<file path="src/rtl/cipher_status_pkg.sv">
package cipher_status_pkg;

  localparam int unsigned CODE_W   = 4;
  localparam int unsigned N_VIOL   = 6;
  localparam int unsigned WORD_W   = 32;
  localparam int unsigned READY_POS = 0;
  localparam int unsigned FLAG_POS  = 8;
  localparam int unsigned CODE_LSB  = 12;

  typedef enum logic [CODE_W-1:0] {
    VC_IN_WR_PROC    = 4'h0,
    VC_OUT_RD_PROC   = 4'h1,
    VC_MODE_WR_PROC  = 4'h2,
    VC_OUT_RD_KEYGEN = 4'h3,
    VC_MODE_WR_KEYGEN = 4'h4,
    VC_WO_RD         = 4'h5
  } viol_code_e;

  typedef struct packed {
    logic              hit;
    logic [CODE_W-1:0] code;
  } viol_t;

  // Condition vector, one bit per code value.
  function automatic logic [N_VIOL-1:0] viol_conditions(
    input logic in_wr, input logic out_rd, input logic mode_wr,
    input logic wo_rd, input logic proc, input logic keygen,
    input logic stream_match);
    logic [N_VIOL-1:0] c;
    c[VC_IN_WR_PROC]     = in_wr   & proc & stream_match;
    c[VC_OUT_RD_PROC]    = out_rd  & proc;
    c[VC_MODE_WR_PROC]   = mode_wr & proc;
    c[VC_OUT_RD_KEYGEN]  = out_rd  & keygen;
    c[VC_MODE_WR_KEYGEN] = mode_wr & keygen;
    c[VC_WO_RD]          = wo_rd;
    return c;
  endfunction

  // Highest set condition wins.
  function automatic viol_t viol_pick(input logic [N_VIOL-1:0] c);
    viol_t v;
    v.hit  = 1'b0;
    v.code = '0;
    for (int k = 0; k < N_VIOL; k++) begin
      if (c[k]) begin
        v.hit  = 1'b1;
        v.code = CODE_W'(k);
      end
    end
    return v;
  endfunction

  // Ready flag next state: reset, then set, then clear.
  function automatic logic ready_next(input logic cur, input logic swrst,
                                      input logic set, input logic clr);
    if (swrst)    return 1'b0;
    else if (set) return 1'b1;
    else if (clr) return 1'b0;
    return cur;
  endfunction

  function automatic logic [WORD_W-1:0] pack_word(input logic ready,
    input logic flag, input logic [CODE_W-1:0] code);
    logic [WORD_W-1:0] w;
    w = '0;
    w[READY_POS] = ready;
    w[FLAG_POS]  = flag;
    w[CODE_LSB +: CODE_W] = code;
    return w;
  endfunction

endpackage

</file>
<file path="src/rtl/cipher_viol_track.sv">
module cipher_viol_track
  import cipher_status_pkg::*;
#(
  parameter int unsigned MODE_W = 2,
  parameter logic [MODE_W-1:0] STREAM_MODE = 2
) (
  input  logic              clk,
  input  logic              rst_n,
  input  logic              sw_reset,
  input  logic              in_wr,
  input  logic              out_rd,
  input  logic              mode_wr,
  input  logic              wo_rd,
  input  logic              busy_proc,
  input  logic              busy_keygen,
  input  logic [MODE_W-1:0] smod,
  output logic              flag_q,
  output logic [CODE_W-1:0] code_q
);

  logic              stream_match;
  logic [N_VIOL-1:0] cond_vec;
  viol_t             pick;
  logic              viol_hit;

  assign stream_match = (smod == STREAM_MODE);
  assign cond_vec = viol_conditions(in_wr, out_rd, mode_wr, wo_rd,
                                    busy_proc, busy_keygen, stream_match);
  assign pick     = viol_pick(cond_vec);
  assign viol_hit = pick.hit;

  always_ff @(posedge clk or negedge rst_n) begin
    if (!rst_n) begin
      flag_q <= 1'b0;
      code_q <= '0;
    end else if (sw_reset) begin
      flag_q <= 1'b0;
      code_q <= '0;
    end else if (viol_hit) begin
      flag_q <= 1'b1;
      code_q <= pick.code;
    end
  end

  assert_sticky_R9: assert property (@(posedge clk) disable iff (!rst_n)
    (flag_q && !sw_reset) |=> flag_q);

  assert_swrst_R10: assert property (@(posedge clk) disable iff (!rst_n)
    sw_reset |=> (!flag_q && code_q == '0));

  assert_legal_R8: assert property (@(posedge clk) disable iff (!rst_n)
    (!viol_hit && !sw_reset) |=> ($stable(flag_q) && $stable(code_q)));

  assert_wo_rd_R7: assert property (@(posedge clk) disable iff (!rst_n)
    (wo_rd && !sw_reset) |=> (flag_q && code_q == VC_WO_RD));

endmodule

</file>
<file path="src/rtl/cipher_ready_track.sv">
module cipher_ready_track
  import cipher_status_pkg::*;
(
  input  logic clk,
  input  logic rst_n,
  input  logic sw_reset,
  input  logic start_cmd,
  input  logic done_pulse,
  input  logic lod_sel,
  input  logic in_wr,
  input  logic out_rd,
  output logic ready_q
);

  logic rdy_clr;

  assign rdy_clr = start_cmd | (lod_sel ? in_wr : out_rd);

  always_ff @(posedge clk or negedge rst_n) begin
    if (!rst_n) ready_q <= 1'b0;
    else        ready_q <= ready_next(ready_q, sw_reset, done_pulse, rdy_clr);
  end

  assert_done_R3: assert property (@(posedge clk) disable iff (!rst_n)
    (done_pulse && !sw_reset) |=> ready_q);

  assert_start_R4: assert property (@(posedge clk) disable iff (!rst_n)
    (start_cmd && !done_pulse) |=> !ready_q);

  assert_hold_R12: assert property (@(posedge clk) disable iff (!rst_n)
    (!rdy_clr && !done_pulse && !sw_reset) |=> $stable(ready_q));

endmodule

</file>
<file path="src/rtl/cipher_status_reg.sv">
module cipher_status_reg
  import cipher_status_pkg::*;
#(
  parameter int unsigned ADDR_W = 8,
  parameter int unsigned DATA_W = 32,
  parameter logic [ADDR_W-1:0] STATUS_OFS = 8'h1C,
  parameter int unsigned MODE_W = 2,
  parameter logic [MODE_W-1:0] STREAM_MODE = 2
) (
  input  logic              clk,
  input  logic              rst_n,
  input  logic              sw_reset,
  input  logic              start_cmd,
  input  logic              done_pulse,
  input  logic              in_wr,
  input  logic              out_rd,
  input  logic              mode_wr,
  input  logic              wo_rd,
  input  logic              busy_proc,
  input  logic              busy_keygen,
  input  logic [MODE_W-1:0] smod,
  input  logic              lod_sel,
  input  logic [ADDR_W-1:0] rd_addr,
  output logic [DATA_W-1:0] rd_data
);

  logic              ready_q;
  logic              flag_q;
  logic [CODE_W-1:0] code_q;
  logic [WORD_W-1:0] status_word;
  logic              addr_hit;

  cipher_ready_track u_ready (
    .clk        (clk),
    .rst_n      (rst_n),
    .sw_reset   (sw_reset),
    .start_cmd  (start_cmd),
    .done_pulse (done_pulse),
    .lod_sel    (lod_sel),
    .in_wr      (in_wr),
    .out_rd     (out_rd),
    .ready_q    (ready_q)
  );

  cipher_viol_track #(
    .MODE_W      (MODE_W),
    .STREAM_MODE (STREAM_MODE)
  ) u_viol (
    .clk         (clk),
    .rst_n       (rst_n),
    .sw_reset    (sw_reset),
    .in_wr       (in_wr),
    .out_rd      (out_rd),
    .mode_wr     (mode_wr),
    .wo_rd       (wo_rd),
    .busy_proc   (busy_proc),
    .busy_keygen (busy_keygen),
    .smod        (smod),
    .flag_q      (flag_q),
    .code_q      (code_q)
  );

  assign status_word = pack_word(ready_q, flag_q, code_q);
  assign addr_hit    = (rd_addr == STATUS_OFS);

  generate
    if (DATA_W > WORD_W) begin : g_wide
      assign rd_data = addr_hit ? {{(DATA_W-WORD_W){1'b0}}, status_word} : '0;
    end else begin : g_narrow
      assign rd_data = addr_hit ? status_word[DATA_W-1:0] : '0;
    end
  endgenerate

  assert_done_beats_start_R4: assert property (@(posedge clk) disable iff (!rst_n)
    (done_pulse && start_cmd && !sw_reset) |=> (rd_addr != STATUS_OFS || rd_data[0]));

endmodule

</file>
<file path="config.mk">
export PLATFORM = sky130hd
export DESIGN_NAME = cipher_status_reg
export DESIGN_NICKNAME = d
export VERILOG_FILES = /design/src/rtl/cipher_status_pkg.sv /design/src/rtl/cipher_viol_track.sv /design/src/rtl/cipher_ready_track.sv /design/src/rtl/cipher_status_reg.sv
export SDC_FILE = /design/constraint.sdc
export NUM_CORES = 1
export LEC_CHECK = 0
export BUFFER_PORTS_ARGS = -buffer_cell sky130_fd_sc_hd__buf_2
export CAP_MARGIN = 20
export CORE_UTILIZATION = 34
export CTS_CLUSTER_SIZE = 40
export DETAILED_ROUTE_END_ITERATION = 10
export GPL_TIMING_DRIVEN = 1
export PLACE_DENSITY = 0.78
export RECOVER_POWER = 25
export SLEW_MARGIN = 10
export SYNTH_ARGS = -nofsm -noshare
export SYNTH_HDL_FRONTEND = slang
export SYNTH_SLANG_ARGS = --single-unit
</file>
<file path="constraint.sdc">
create_clock -name clk -period 1.8 [get_ports clk]
set_clock_uncertainty 0.1 [all_clocks]
set_input_delay 0.18 -clock clk [delete_from_list [all_inputs] [get_ports clk]]
set_output_delay 0.18 -clock clk [all_outputs]
set_load 0.01 [all_outputs]
</file>
==> results.cfg <==
[hold_path]
min_path_type = in2reg
hold_start = sw_reset

[setup_path]
crit_path_start_kind = input port
r2r_start = u_viol.code_q[1]$_DFFE_PN0P_
crit_arrival_ps = 1430
crit_required_ps = 1520
crit_start = rd_addr[6]
worstSetupEndpointType = output pin
cp_max_fo = 5
worstSetupPathType = in2out

[yosys]
synth-main-ff-cell = dfrtp_1
synth_most_common_cell = buf_4
synthCells = 62
avgSynthCellArea_um2 = 8.294
synth.area.top_cells = buf_4 39%, dfrtp_1 24%, and2_1 6.1%, a31oi_1 3.6%, nand4_1 3.6%
async_flop_share = 1.000
ys_ff_latch = 5
synth.distinct_cells = 19
synth_area_um2 = 514.2
synth_common_cells = 27 x buf_4, 5 x and2_1, 5 x dfrtp_1
synth_edf_count = 0
synth_warnings = 0
synth_top_area_cell = buf_4
yosysSeqAreaShare = 0.2433
yosysTopAreaCellShare = 0.3942

[cts]
numCtsBuffers = 3
clockBufferDepth = 2
postCtsSetupRepairBufs = 0
cts_tree = yes
h-tree-depth = 1
numClockSinks = 5
cts.clk_slew.worst_paths_ps = 40
clkLatencyLatePin_ps = 240
cts_root_buffer = clkbuf_4

[final_layout]
finalNonFillerCells = 107
fin_nets = 115
layout-drive-gt1-share = 0.3478
fillers = 146
synthToLayoutAreaGrowth_pct = 18.98
antenna_cells = 0

[timing]
hold-worst-slack_ps = 58.48
maxSlewViolCount = 0
fmax_ghz = 0.5836
rsz0062_at_grt = yes
period_needed_ps = 1714
worst_slack_ps = 86.47
finalHoldViolations = 0
setup_viol = 0
post-route-period-util = 0.9520

[die]
die-area_um2 = 1672
die-height_um = 40.89
start_util = 0.3809
core_um2 = 1350
num_rows = 13
boundaryPins = 54
die_w_um = 40.89

[routing]
drt-initial-drc-count = 0
wl_per_cell_um = 7.935
dr_total_vias = 433
ant_nets = 0
drc = 0
dr.pass1.iters = 1
finalWirelength_um = 849
vias_per_cell = 4.047

[placed_design]
dp_slack_ps = 38.24
gp_congestion = 0.7744
dp_hpwl_um = 740.9
dp_cells = 102
port_buffers = 26

[global_routing]
grt_overflow = 0
grt_max_degree = 7
grt_use_total = 0.1175
grt_first_pass_wirelength_mm = 1.138
first_global_vias = 316
antenna_found_initial = 0

[power]
power_w = 0.0003308
p_leak_nw = 0.3492
power_density_nw_per_um2 = 540.6
ir_worst_vdd_mv = 0.2057

[outcome]
outcome = completed

[flow_run]
maxCapViolCount = 0
==> layout make-up <==
cell class | instances | area, um^2 | share of cell area
flip-flops and latches | 5 | 125.1 | 0.2045
well taps | 15 | 18.77 | 0.03067
repair buffers | 27 | 145.1 | 0.2372
clock buffers | 4 | 26.28 | 0.04294
multi-input cells | 54 | 289.0 | 0.4724
inverters | 2 | 7.507 | 0.01227
==> power by group <==
part / switching, W / internal (W) / total [W]
clock network: 0.0000422 / 0.0000835 / 0.000126
registers: 0.00000359 / 0.000120 / 0.000124
logic: 0.0000504 / 0.0000310 / 0.0000814
total: 0.0000962 / 0.000235 / 0.000331
==> cells in the final DEF (no fill, tap or decap) <==
cell type       n
a21oi_1         2
and2_1          5
nor2_1          1
nand2_1         3
nand2b_1        2
nand4_1         3
dfrtp_1         5
clkbuf_1        2
buf_6           1
nand4b_1        1
dlygate4sd3_1   1
clkbuf_4        3
o21ai_0         1
o21ba_2         1
conb_1         27
buf_2          24
or4b_4          1
nor4_4          1
o22ai_1         1
mux2i_1         1
inv_1           2
or2_2           1
a31oi_1         3
==> timing repair <==
action,in CTS,in global routing
hold buffers,1,0
endpoints found under the hold margin,5,0
gates resized for setup,0,3
setup endpoints to repair,0,5
==> logic make-up after synthesis <==
group	Yosys count	synth area share
mux	1	0.01947
flops	5	0.2433
compound gates	8	0.09733
other cells	1	0.007292
simple gates	18	0.2238
buf+inv	29	0.4088
==> metal layers <==
| layer | vias to the layer above | part of all wire | GRT usage | routed length [um] |
|---|---|---|---|---|
| li1 | 218 | - | - | - |
| met1 | 172 | 0.37 | 0.1030 | 313 |
| met2 | 39 | 0.46 | 0.1914 | 388 |
| met3 | 4 | 0.12 | 0.01630 | 102 |
| met4 | 0 | 0.053 | 0.1750 | 45 |
| met5 | - | 0 | 0 | 0 |
==> sequential cells by signal (all words and copies together) (netlist names) <==
register and flops:
u_viol.flag_q 1, u_ready.ready_q 1, u_viol.code_q 3
==> final timing paths <==
check	slack (ps)	end	cells after the start
hold / removal	60	u_viol.code_q[2]$_DFFE_PN0P_	2
hold reg to reg	400	u_viol.flag_q$_DFFE_PN0P_	1
setup reg to reg	1010	u_viol.code_q[1]$_DFFE_PN0P_	2
max in group asynchronous	1180	u_viol.code_q[2]$_DFFE_PN0P_	2
setup / recovery	90	rd_data[8]	5
min in group asynchronous	210	u_viol.flag_q$_DFFE_PN0P_	2
==> worst max-delay path, cell delays in order <==
cell	delay, ps
buf_6	90
or4b_4	540
nor4_4	330
and2_1	170
buf_2	120
==> per-stage QoR <==
step                  util  setup TNS (ps)  area (um^2)
finish              0.4532               0        611.8
global route        0.4532          -1.488        611.8
CTS                 0.4402               0        594.3
detailed placement  0.4133               0        558.0
global placement    0.4133               0        558.0
floorplan                -               0        611.8
No activity file was read; power rests on OpenSTA's default activity.
